`src/rtl/lfw_pkg.sv`:
```
package lfw_pkg;
    typedef enum logic [1:0] {
        ST_IDLE      = 2'd0,
        ST_PASS      = 2'd1,
        ST_LOAD_BOTH = 2'd2,
        ST_LOAD_X    = 2'd3
    } lfw_state_e;
endpackage

```
`src/rtl/lfw_src_sel.sv`:
```
module lfw_src_sel #(
    parameter int TAG_W = 5,
    parameter int DW    = 32
) (
    input  logic             clk,
    input  logic             rst_n,
    input  logic             x_load,
    input  logic [TAG_W-1:0] x_dst,
    input  logic [TAG_W-1:0] src_tag,
    input  logic             src_mem,
    input  logic [DW-1:0]    rf_data,
    input  logic             ld_valid,
    input  logic [DW-1:0]    ld_data,
    input  logic             y_pending,
    output logic             fwd,
    output logic [DW-1:0]    opnd,
    output logic             opnd_rdy
);
    always_comb begin
        fwd      = x_load && (src_mem || (src_tag == x_dst));
        opnd     = fwd ? ld_data : rf_data;
        opnd_rdy = y_pending && (!fwd || ld_valid);
    end

    AST_FWD_WAITS_LOAD: assert property (@(posedge clk) disable iff (!rst_n)
        (opnd_rdy && fwd) |-> (ld_valid && opnd == ld_data));
    AST_PLAIN_FROM_RF: assert property (@(posedge clk) disable iff (!rst_n)
        (opnd_rdy && !fwd) |-> (opnd == rf_data));
endmodule

```
`src/rtl/lfw_ctrl.sv`:
```
module lfw_ctrl
    import lfw_pkg::*;
(
    input  logic clk,
    input  logic rst_n,
    input  logic pair_issue,
    input  logic x_is_load,
    input  logic ld_valid,
    input  logic any_fwd,
    output logic capture,
    output logic unit_idle,
    output logic y_pending,
    output logic x_waiting,
    output logic y_go
);
    lfw_state_e state, state_nx;

    always_ff @(posedge clk) begin
        if (!rst_n) state <= ST_IDLE;
        else        state <= state_nx;
    end

    always_comb begin
        state_nx = state;
        unique case (state)
            ST_IDLE:      if (pair_issue) state_nx = x_is_load ? ST_LOAD_BOTH : ST_PASS;
            ST_PASS:      state_nx = ST_IDLE;
            ST_LOAD_BOTH: begin
                if (ld_valid)      state_nx = ST_IDLE;
                else if (!any_fwd) state_nx = ST_LOAD_X;
            end
            ST_LOAD_X:    if (ld_valid) state_nx = ST_IDLE;
            default:      state_nx = ST_IDLE;
        endcase
    end

    always_comb begin
        capture   = 1'b0;
        unit_idle = 1'b0;
        y_pending = 1'b0;
        x_waiting = 1'b0;
        y_go      = 1'b0;
        unique case (state)
            ST_IDLE: begin
                unit_idle = 1'b1;
                capture   = pair_issue;
            end
            ST_PASS: begin
                y_pending = 1'b1;
                y_go      = 1'b1;
            end
            ST_LOAD_BOTH: begin
                y_pending = 1'b1;
                x_waiting = 1'b1;
                y_go      = ld_valid || !any_fwd;
            end
            ST_LOAD_X: x_waiting = 1'b1;
            default: ;
        endcase
    end

    AST_PASS_RELEASES: assert property (@(posedge clk) disable iff (!rst_n)
        (state == ST_PASS) |-> y_go);
    AST_GO_ONE_PULSE: assert property (@(posedge clk) disable iff (!rst_n)
        y_go |=> !y_go);
    AST_RETIRE_IDLE: assert property (@(posedge clk) disable iff (!rst_n)
        (x_waiting && ld_valid) |=> unit_idle);
endmodule

```
`src/rtl/pair_load_fwd.sv`:
```
module pair_load_fwd #(
    parameter int TAG_W = 5,
    parameter int DW    = 32,
    parameter int NSRC  = 2
) (
    input  logic                       clk,
    input  logic                       rst_n,
    input  logic                       pair_issue,
    input  logic                       x_is_load,
    input  logic [TAG_W-1:0]           x_dst_tag,
    input  logic [NSRC-1:0][TAG_W-1:0] y_src_tag,
    input  logic [NSRC-1:0]            y_src_mem,
    input  logic [NSRC-1:0][DW-1:0]    y_rf_data,
    input  logic                       ld_valid,
    input  logic [DW-1:0]              ld_data,
    output logic                       x_ld_rdy,
    output logic [DW-1:0]              x_ld_data,
    output logic [NSRC-1:0][DW-1:0]    y_opnd,
    output logic [NSRC-1:0]            y_opnd_rdy,
    output logic                       y_go
);
    logic                       capture, unit_idle, y_pending, x_waiting;
    logic                       x_load_q;
    logic [TAG_W-1:0]           x_dst_q;
    logic [NSRC-1:0][TAG_W-1:0] y_tag_q;
    logic [NSRC-1:0]            y_mem_q;
    logic [NSRC-1:0]            fwd_vec;

    always_ff @(posedge clk) begin
        if (!rst_n) begin
            x_load_q <= 1'b0;
            x_dst_q  <= '0;
            y_tag_q  <= '0;
            y_mem_q  <= '0;
        end else if (capture) begin
            x_load_q <= x_is_load;
            x_dst_q  <= x_dst_tag;
            y_tag_q  <= y_src_tag;
            y_mem_q  <= y_src_mem;
        end
    end

    lfw_ctrl u_ctrl (
        .clk       (clk),
        .rst_n     (rst_n),
        .pair_issue(pair_issue),
        .x_is_load (x_is_load),
        .ld_valid  (ld_valid),
        .any_fwd   (|fwd_vec),
        .capture   (capture),
        .unit_idle (unit_idle),
        .y_pending (y_pending),
        .x_waiting (x_waiting),
        .y_go      (y_go)
    );

    for (genvar i = 0; i < NSRC; i++) begin : g_src
        lfw_src_sel #(.TAG_W(TAG_W), .DW(DW)) u_sel (
            .clk      (clk),
            .rst_n    (rst_n),
            .x_load   (x_load_q),
            .x_dst    (x_dst_q),
            .src_tag  (y_tag_q[i]),
            .src_mem  (y_mem_q[i]),
            .rf_data  (y_rf_data[i]),
            .ld_valid (ld_valid),
            .ld_data  (ld_data),
            .y_pending(y_pending),
            .fwd      (fwd_vec[i]),
            .opnd     (y_opnd[i]),
            .opnd_rdy (y_opnd_rdy[i])
        );
    end

    assign x_ld_rdy  = x_waiting && ld_valid;
    assign x_ld_data = ld_data;

    AST_XRDY_NEEDS_LOAD: assert property (@(posedge clk) disable iff (!rst_n)
        x_ld_rdy |-> ld_valid);
    AST_GO_ALL_READY: assert property (@(posedge clk) disable iff (!rst_n)
        y_go |-> (&y_opnd_rdy));
    AST_BUSY_ISSUE_IGNORED: assert property (@(posedge clk) disable iff (!rst_n)
        (!unit_idle && pair_issue) |=> ($stable(x_dst_q) && $stable(y_tag_q)));
    AST_IDLE_QUIET: assert property (@(posedge clk) disable iff (!rst_n)
        unit_idle |-> (!x_ld_rdy && !y_go && y_opnd_rdy == '0));
endmodule

```
`config.mk`:
```
export PLATFORM = sky130hd
export DESIGN_NAME = pair_load_fwd
export DESIGN_NICKNAME = d
export VERILOG_FILES = /design/src/rtl/lfw_pkg.sv /design/src/rtl/lfw_src_sel.sv /design/src/rtl/lfw_ctrl.sv /design/src/rtl/pair_load_fwd.sv
export SDC_FILE = /design/constraint.sdc
export NUM_CORES = 1
export LEC_CHECK = 0
export ABC_AREA = 0
export BUFFER_PORTS_ARGS = -buffer_cell sky130_fd_sc_hd__buf_2
export CORE_AREA = 2 2 85 87
export CTS_BUF_LIST = sky130_fd_sc_hd__clkbuf_8 sky130_fd_sc_hd__clkbuf_16
export CTS_CLUSTER_SIZE = 24
export DETAILED_ROUTE_END_ITERATION = 8
export DIE_AREA = 0 0 87 89
export GPL_ROUTABILITY_DRIVEN = 0
export PLACE_DENSITY = 0.73
export REMOVE_ABC_BUFFERS = 1
export SLEW_MARGIN = 15
export SYNTH_ARGS = -nofsm -noshare
export SYNTH_HDL_FRONTEND = slang
export SYNTH_SLANG_ARGS = --single-unit
```
`constraint.sdc`:
```
create_clock -name clk -period 2.1 [get_ports clk]
set_input_delay 0.21 -clock clk [delete_from_list [all_inputs] [get_ports clk]]
set_output_delay 0.21 -clock clk [all_outputs]
set_load 0.03 [all_outputs]
```
==> results.cfg, run 1 <==
[grt]
grt_max_degree = 23
grt_pass1_wl_um = 10700
grt_pass1_vias = 2214
grt_usage_pct = 17.5
grt-ovfl-total = 0
antenna_found_initial = 0

[synth]
synth.avg_cell_area_um2 = 9.09
ys_warn_count = 0
ys_ff_latch = 20
synth_top_cell_area_share_pct = 30.4
ys_types = 27
synth_area_leader_cell = mux2_2
synthCells = 240
syn_area_um2 = 2180
netlist_top_cells_area = mux2_2, dfxtp_1, buf_4
synth_seq_area_share_pct = 18.3

[cts]
cts_tree = done
clock-sinks = 20
holdBufCountCts = 0
cts_root_buffer = clkbuf_8
cts.clk_slew.worst_paths_ns = 0.07
worstSkewPairLatency_ns = 0.25
cts_buffers = 3
htree_levels = 1
clk_path_buf_depth = 2

[timing]
rsz0062_at_grt = yes
max_freq_mhz = 465
fin_crit_ns = 2.15
relSlewSlack_pct = 57.6
post-route-period-util_pct = 102
drv_slew = 0
max_slew.worst_pin.slew_ns = 0.637
finalSetupTns_ns = -0.391
timing.final.ws_setup_ns = -0.0498
hold_viol_final = 0
setup_violations = 27
holdWs_ns = 0.196
finClkSkew_ns = 0.00268

[placement]
port_buffers = 217
dpl.hpwl_um = 6270

[routing]
drt_pass1_iterations = 4
wl_um = 9470
post_drt_wl_per_cell_um = 18.5
drtAntennaViolNets = 0
routed_via_density = 4.83
drc = 0
vias = 2472
initialDrtViolationCount = 51

[final_layout]
final_common_cell = buf_2
antenna_cells = 0
layout.nets = 556
utilization_pct = 59.1
area_growth_pct = 82.1
layout-drive-gt1-share_pct = 74.5
final_cell_mix = buf_2, mux2_4, buf_6, nand2_1, a21boi_0

[critical_path]
cp_slowest_cell = dfxtp_2
endpoint_kind = output port
start_kind = register
critPathMaxStageDelay_ns = 0.35
path_class = reg -> out
reg2reg_slack_ns = 0.44
critPathRequiredTime_ns = 1.89
arrival_ns = 1.94
crit_chain = xnor2_2 > nand3_2 > o21ai_4 > buf_6 > buf_12 > mux2_2 > buf_2
critPathMaxFanout = 5

[die]
start_util_pct = 32.5
io_pins = 218
die_x_um = 87
fp-row-count = 30
die_h_um = 89
core_area_um2 = 6720
die-area_um2 = 7740

[power_and_ir_drop]
p_leak_nw = 1.98
irDropWorstVdd_uv = 399
power_w = 0.00319
power_density_nw_per_um2 = 803

[worst_hold_path]
min_path_type = in -> reg

[status]
status = finished, violations left
failed_checks = negative setup slack

[run]
drv_cap = 0
[synth_stat cells]
cell type,count
nor2b_1,1
inv_1,3
o211ai_1,2
xnor2_1,10
buf_8,5
nand2b_1,3
dfxtp_1,20
ha_1,5
and2_1,1
buf_6,1
nor2_1,2
o31ai_1,3
nand3_1,4
o22ai_1,1
a21oi_1,2
nor3b_1,1
a31oi_1,2
o211a_1,1
o21ai_4,2
mux2_2,59
buf_4,34
clkbuf_1,5
o21ai_0,2
mux2_4,5
mux2i_1,2
a21boi_0,20
nand2_1,44
[kinds of logic (layout without fill, tap and decap cells)]
group / after synthesis / after routing / share of synthesized area [%]
multiplexers: 66 / 66 / 34.8
adder cells (fa/ha/maj): 5 / 5 / 2.87
AND/OR/NAND/NOR: 56 / 56 / 10.6
flip-flops: 20 / 20 / 18.3
AO/OA/AOI/OAI: 35 / 35 / 12.3
XOR/XNOR: 10 / 10 / 4.01
buffers and inverters: 48 / 240 / 17.0
[critical path, delay by kind of cell, from the launching register on]
kind / cells / cell delay (ns)
muxes: 1 / 0.34
and+or+nand+nor: 1 / 0.12
DFF: 1 / 0.35
xor gates and xnor gates: 1 / 0.22
AOI/OAI and AO/OA: 1 / 0.17
buffers and inverters: 3 / 0.48
[cell type report]
type,instances,area (um2)
clock buffer,3,41.3
clock inverter,1,30.0
fill,571,2750
inverter,3,11.3
multi-input combinational,172,1680
sequential,20,413
tap,80,100
timing repair buffer,233,1690
[registers in the layout (all words and copies together), names as in the netlist]
name	count
x_dst_q	5
x_load_q	1
u_ctrl.state	2
y_mem_q	2
y_tag_q	10
[routing by layer]
layer | GRT usage (%) | share of wire, %
met5 | 0 | 0
met3 | 4.62 | 7.6
met1 | 20.6 | 38
met4 | 3.84 | 1.6
met2 | 32.0 | 53
[power by group]
| group | leakage (nW) | internal (W) | switching, W |
|---|---|---|---|
| clock | 0.0357 | 0.000254 | 0.000124 |
| sequential | 0.167 | 0.000458 | 0.0000836 |
| combinational | 1.78 | 0.00105 | 0.00122 |
| total | 1.98 | 0.00176 | 0.00143 |
[final timing paths]
path	startpoint	end	depth (start not counted)
setup / recovery	x_dst_q[3]	y_opnd[40]	7
hold / removal	x_dst_tag[1]	x_dst_q[1]	3
setup reg to reg	u_ctrl.state[0]	x_dst_q[4]	5
hold reg to reg	y_mem_q[1]	y_mem_q[1]	2
[through the flow]
stage          worst slack (ns)  instances  instance area (um2)
3_5_place_dp              0.186        495                 3070
6_report                -0.0498        512                 3970
4_1_cts                 -0.0510        504                 3290
2_1_floorplan          -0.00600        195                 1820
3_3_place_gp              0.184        495                 3070
5_1_grt                  -0.123        512                 3970
[what timing repair did]
action                                  in CTS  in global routing
buffers inserted                             3                  3
gates resized for setup                     14                209
pin swaps                                    7                  7
endpoints found under the setup margin      64                 64
cloned                                       2                  5
(Power assumes the default switching activity.)
==> run 2: changes to the inputs <==
--- a/config.mk
+++ b/config.mk
@@ -7,6 +7,7 @@
 export LEC_CHECK = 0
 export ABC_AREA = 0
 export BUFFER_PORTS_ARGS = -buffer_cell sky130_fd_sc_hd__buf_2
+export CAP_MARGIN = 0
 export CORE_AREA = 2 2 85 87
 export CTS_BUF_LIST = sky130_fd_sc_hd__clkbuf_8 sky130_fd_sc_hd__clkbuf_16
 export CTS_CLUSTER_SIZE = 24
@@ -15,6 +16,7 @@
 export GPL_ROUTABILITY_DRIVEN = 0
 export PLACE_DENSITY = 0.73
 export REMOVE_ABC_BUFFERS = 1
+export SETUP_SLACK_MARGIN = 0.3
 export SLEW_MARGIN = 15
 export SYNTH_ARGS = -nofsm -noshare
 export SYNTH_HDL_FRONTEND = slang
==> results.cfg, run 2 (synthesized netlist as in run 1, its figures left out) <==
[grt]
grt_max_degree = 23
grt_pass1_vias = 2567
grt-ovfl-total = 0
grt_pass1_wl_um = 12700
grt_usage_pct = 21.1
antenna_found_initial = 0

[final_layout]
final_cell_mix = buf_2, buf_6, mux2_2, nand2_1, a21boi_0
layout.nets = 557
largest_reg_flops = 10
regMostFlops = y_tag_q
top_regs = y_tag_q x10, x_dst_q x5
layout-drive-gt1-share_pct = 76.0
antenna_cells = 0
final_common_cell = buf_2
design_area_um2 = 3980
area_growth_pct = 82.2

[placement]
place_area_um2 = 3070
dpl.hpwl_um = 6270
port_buffers = 217

[timing]
setup_violations = 30
hold_viol_final = 0
finClkSkew_ns = 0.00360
max_freq_mhz = 468
rsz0062_at_grt = yes
relSlewSlack_pct = 59.6
fin_crit_ns = 2.14
post-route-period-util_pct = 102
max_slew.worst_pin.slew_ns = 0.607
timing.final.ws_setup_ns = -0.0353
drv_slew = 0

[cts]
clock-sinks = 20
cts.clk_slew.worst_paths_ns = 0.08
worstSkewPairLatency_ns = 0.25
cts_root_buffer = clkbuf_8
cts_buffers = 3
htree_levels = 1
clk_path_buf_depth = 2
cts_tree = done

[critical_path]
crit_start = x_dst_q[0]
cp_slowest_cell = dfxtp_4
rr_startpoint = x_dst_q[0]
cp_common_cell = buf_6
cp_num_buf_inv = 3
endpoint_kind = output port
critPathRequiredTime_ns = 1.89
critPathMaxStageDelay_ns = 0.38
start_kind = register
path_class = reg -> out
crit_chain = xnor2_4 > nand3_2 > o21ai_4 > buf_6 > buf_16 > mux2_2 > buf_6
critPathMaxFanout = 8
arrival_ns = 1.93
cp_top_family = buffers and inverters

[routing]
initialDrtViolationCount = 46
routed_via_density = 4.85
drtAntennaViolNets = 0
post_drt_wl_per_cell_um = 18.1
vias = 2487
drc = 0
drt_pass1_iterations = 4
wl_um = 9270

[power_and_ir_drop]
power_density_nw_per_um2 = 830
power.internal_w = 0.00184
combPwrFrac_pct = 71.7
irDropWorstVdd_uv = 395
clkPwrFrac_pct = 11.5
power_w = 0.00330
power.switching_w = 0.00146
p_leak_nw = 1.89
p_seq_share_pct = 16.8
swShare_pct = 44.1

[die]
start_util_pct = 32.5
die_x_um = 87
die-area_um2 = 7740
die_h_um = 89
core_area_um2 = 6720
fp-row-count = 30
io_pins = 218

[status]
status = finished, violations left
failed_checks = negative setup slack

[worst_hold_path]
min_path_type = in -> reg
worstHoldStart = y_src_tag[8]

[run]
drv_cap = 0
run 2: cell types whose count changed in the layout (fill, tap and decap cells not counted), sizes merged:
cell / delta
clkbuf: -3
buf: +4
run 2: path summary, 6_finish.rpt:
path / to / depth (start not counted) / slack [ns]
setup / recovery: y_opnd[58] / 7 / -0.04
hold / removal: y_tag_q[8] / 3 / 0.19
setup reg to reg: u_ctrl.state[0] / 9 / 0.46
hold reg to reg: y_tag_q[6] / 2 / 0.49
run 2: metal layers:
metal  wire (um)  global-route usage (%)
met4         332                    9.09
met3         795                    6.00
met5           0                       0
met2        4870                    39.6
met1        3280                    21.9
run 2: per-stage QoR:
stage	utilization [%]	std cells	setup slack [ns]	setup TNS (ns)	hold WS (ns)
6_report	59.2	513	-0.0353	-0.294	0.194
5_1_grt	59.2	513	-0.0944	-4.57	0.201
4_1_cts	58.0	510	-0.0206	-0.378	0.191
3_5_place_dp	45.7	495	0.186	0	0.468
3_3_place_gp	45.7	495	0.184	0	0.461
2_1_floorplan	-	195	-0.00600	-0.00600	0.349
run 2: worst reg2reg max path, cell delays in order, from the launching register on:
cell and delay, ns:
dfxtp_4 0.38, xnor2_4 0.20, nand3_2 0.12, o21ai_4 0.17, buf_6 0.16, buf_16 0.14, buf_6 0.11, buf_4 0.11
o211ai_1 0.09, o31ai_1 0.09
run 2: timing repair:
item / in CTS / in global routing
buffers inserted: 7 / 2
cloned: 4 / 1
pin swaps: 11 / 10
resized for setup: 178 / 6
setup endpoints to repair: 67 / 68
hold buffers: 0 / 0
run 2: final cells by class:
class	count	area, um2
clock buffer	3	41.3
clock inverter	1	30.0
fill	578	2740
inverter	3	11.3
multi-input combinational	172	1580
sequential	20	417
tap	80	100
timing repair buffer	234	1800
run 2: power groups by stage:
stage                     sequential [W]  combinational, W  clock (W)
final                           0.000554           0.00237   0.000379
after global routing            0.000566           0.00250   0.000409
after CTS                       0.000540           0.00227   0.000389
after detailed placement        0.000525           0.00173          0
after global placement          0.000522           0.00170          0
after floorplan                 0.000511           0.00114          0
==> run 3: changes to the inputs <==
--- a/config.mk
+++ b/config.mk
@@ -14,7 +14,7 @@
 export DETAILED_ROUTE_END_ITERATION = 8
 export DIE_AREA = 0 0 87 89
 export GPL_ROUTABILITY_DRIVEN = 0
-export PLACE_DENSITY = 0.73
+export PLACE_DENSITY = 0.84
 export REMOVE_ABC_BUFFERS = 1
 export SETUP_SLACK_MARGIN = 0.3
 export SLEW_MARGIN = 15
==> results.cfg, run 3 (synthesized netlist as in run 1, its figures left out) <==
[timing]
setup_violations = 57
hold_viol_final = 0
relSlewSlack_pct = 60.0
post-route-period-util_pct = 102
holdWs_ns = 0.182
rsz0062_at_grt = yes
finClkSkew_ns = 0.00281
finalSetupTns_ns = -1.19
max_slew.worst_pin.slew_ns = 0.600
fin_crit_ns = 2.15
max_freq_mhz = 465
drv_slew = 0
timing.final.ws_setup_ns = -0.0502

[power_and_ir_drop]
power_density_nw_per_um2 = 807
p_seq_share_pct = 18.0
power.switching_w = 0.00141
power.internal_w = 0.00164
irDropWorstVdd_uv = 320
swShare_pct = 46.2
combPwrFrac_pct = 72.2
p_leak_nw = 1.85
clkPwrFrac_pct = 9.7

[cts]
clock-sinks = 20
clk_path_buf_depth = 2
htree_levels = 1
cts_root_buffer = clkbuf_8
cts_buffers = 3
cts_tree = done
cts.clk_slew.worst_paths_ns = 0.07
worstSkewPairLatency_ns = 0.26
holdBufCountCts = 0

[critical_path]
critPathRequiredTime_ns = 1.89
critPathMaxStageDelay_ns = 0.38
reg2reg_slack_ns = 0.46
cp_num_buf_inv = 4
start_kind = register
cp_top_family = buffers and inverters
cp_slowest_cell = dfxtp_1
endpoint_kind = output port
critPathMaxFanout = 10
crit_chain = xnor2_2 > nand3_2 > o21ai_4 > buf_6 > buf_12 > buf_12 > mux2_2 > buf_6
path_class = reg -> out
arrival_ns = 1.94

[die]
die_x_um = 87
die_h_um = 89
core_area_um2 = 6720
die-area_um2 = 7740
start_util_pct = 32.5
fp-row-count = 30
io_pins = 218

[routing]
vias = 2520
wl_um = 9750
drc = 0
drt_pass1_iterations = 4
routed_via_density = 4.88
post_drt_wl_per_cell_um = 18.9
initialDrtViolationCount = 77
drtAntennaViolNets = 0

[final_layout]
area_growth_pct = 73.1
antenna_cells = 0
fin_cells = 516
utilization_pct = 56.2
layout.nets = 560
fillers = 580
design_area_um2 = 3780
multi_input_comb_area_um2 = 1580
largest_reg_flops = 10
final_cell_mix = buf_2, nand2_1, mux2_2, buf_6, mux2_4
layout-drive-gt1-share_pct = 75.5
final_common_cell = buf_2
seqCellArea_um2 = 418
top_regs = y_tag_q x10, x_dst_q x5
regMostFlops = y_tag_q

[grt]
antenna_found_initial = 0
grt_pass1_vias = 2490
grt_max_degree = 23
grt-ovfl-total = 0
grt_usage_pct = 21.7
grt_pass1_wl_um = 12800

[status]
status = finished, violations left
failed_checks = negative setup slack

[run]
drv_cap = 0

[placement]
place_area_um2 = 3070
port_buffers = 217
placed_cells = 495
dpl.hpwl_um = 7050

[worst_hold_path]
min_path_type = in -> reg
run 3: cell types whose count changed in the layout (fill, tap and decap cells not counted), moves of 2 or more:
cell,delta
mux2_2,-8
buf_2,+26
a21boi_0,+2
mux2_4,+8
buf_4,+18
a21boi_2,-2
xnor2_2,+2
buf_6,-43
run 3: routing by layer:
| layer | GRT usage (%) | routed length (um) | vias up |
|---|---|---|---|
| met4 | 6.82 | 143 | 0 |
| met2 | 40.4 | 5280 | 150 |
| met3 | 6.56 | 828 | 13 |
| met1 | 23.5 | 3500 | 1169 |
| li1 | - | - | 1188 |
| met5 | 0 | 0 | - |
run 3: path summary, 6_finish.rpt:
path                        start  cells past startpoint         end
setup / recovery       y_tag_q[6]                      8  y_opnd[57]
hold / removal       x_dst_tag[1]                      3  x_dst_q[1]
setup reg to reg  u_ctrl.state[0]                      5  x_dst_q[3]
hold reg to reg        y_tag_q[5]                      2  y_tag_q[5]
run 3: power groups by stage:
stage	Clock, W	Sequential (W)	Combinational (W)
after floorplan	0	0.000511	0.00114
after global routing	0.000317	0.000560	0.00234
after CTS	0.000301	0.000529	0.00202
after global placement	0	0.000521	0.00169
final	0.000296	0.000550	0.00220
after detailed placement	0	0.000525	0.00173
run 3: layout make-up:
type                    count  area share, %
clock buffers               4           1.46
inverters                   3          0.298
multi-input cells         172           41.9
flip-flops and latches     20           11.1
well taps                  80           2.65
repair buffers            237           42.6
run 3: metrics by stage:
stage	setup WS, ns	power [W]
6_report	-0.0502	0.00305
5_1_grt	-0.124	0.00322
4_1_cts	-0.0378	0.00285
3_5_place_dp	0.190	0.00226
3_3_place_gp	0.230	0.00221
2_1_floorplan	-0.00600	0.00165
run 3: worst register-to-register path: cells and delay by family (launching register included):
kind	cells	cell delay, ns
AND/OR/NAND/NOR	2	0.66
flip-flops	1	0.34
AO/OA/AOI/OAI	1	0.22
adder cells (fa/ha/maj)	1	0.20
buffers and inverters	1	0.14
run 3: repair_timing:
| action | CTS | global route |
|---|---|---|
| buffers inserted | 7 | 4 |
| gates cloned | 3 | 3 |
| endpoints found under the setup margin | 67 | 68 |
| endpoints found under the hold margin | 0 | 0 |
| gates resized for setup | 83 | 41 |
| pin swaps | 8 | 5 |
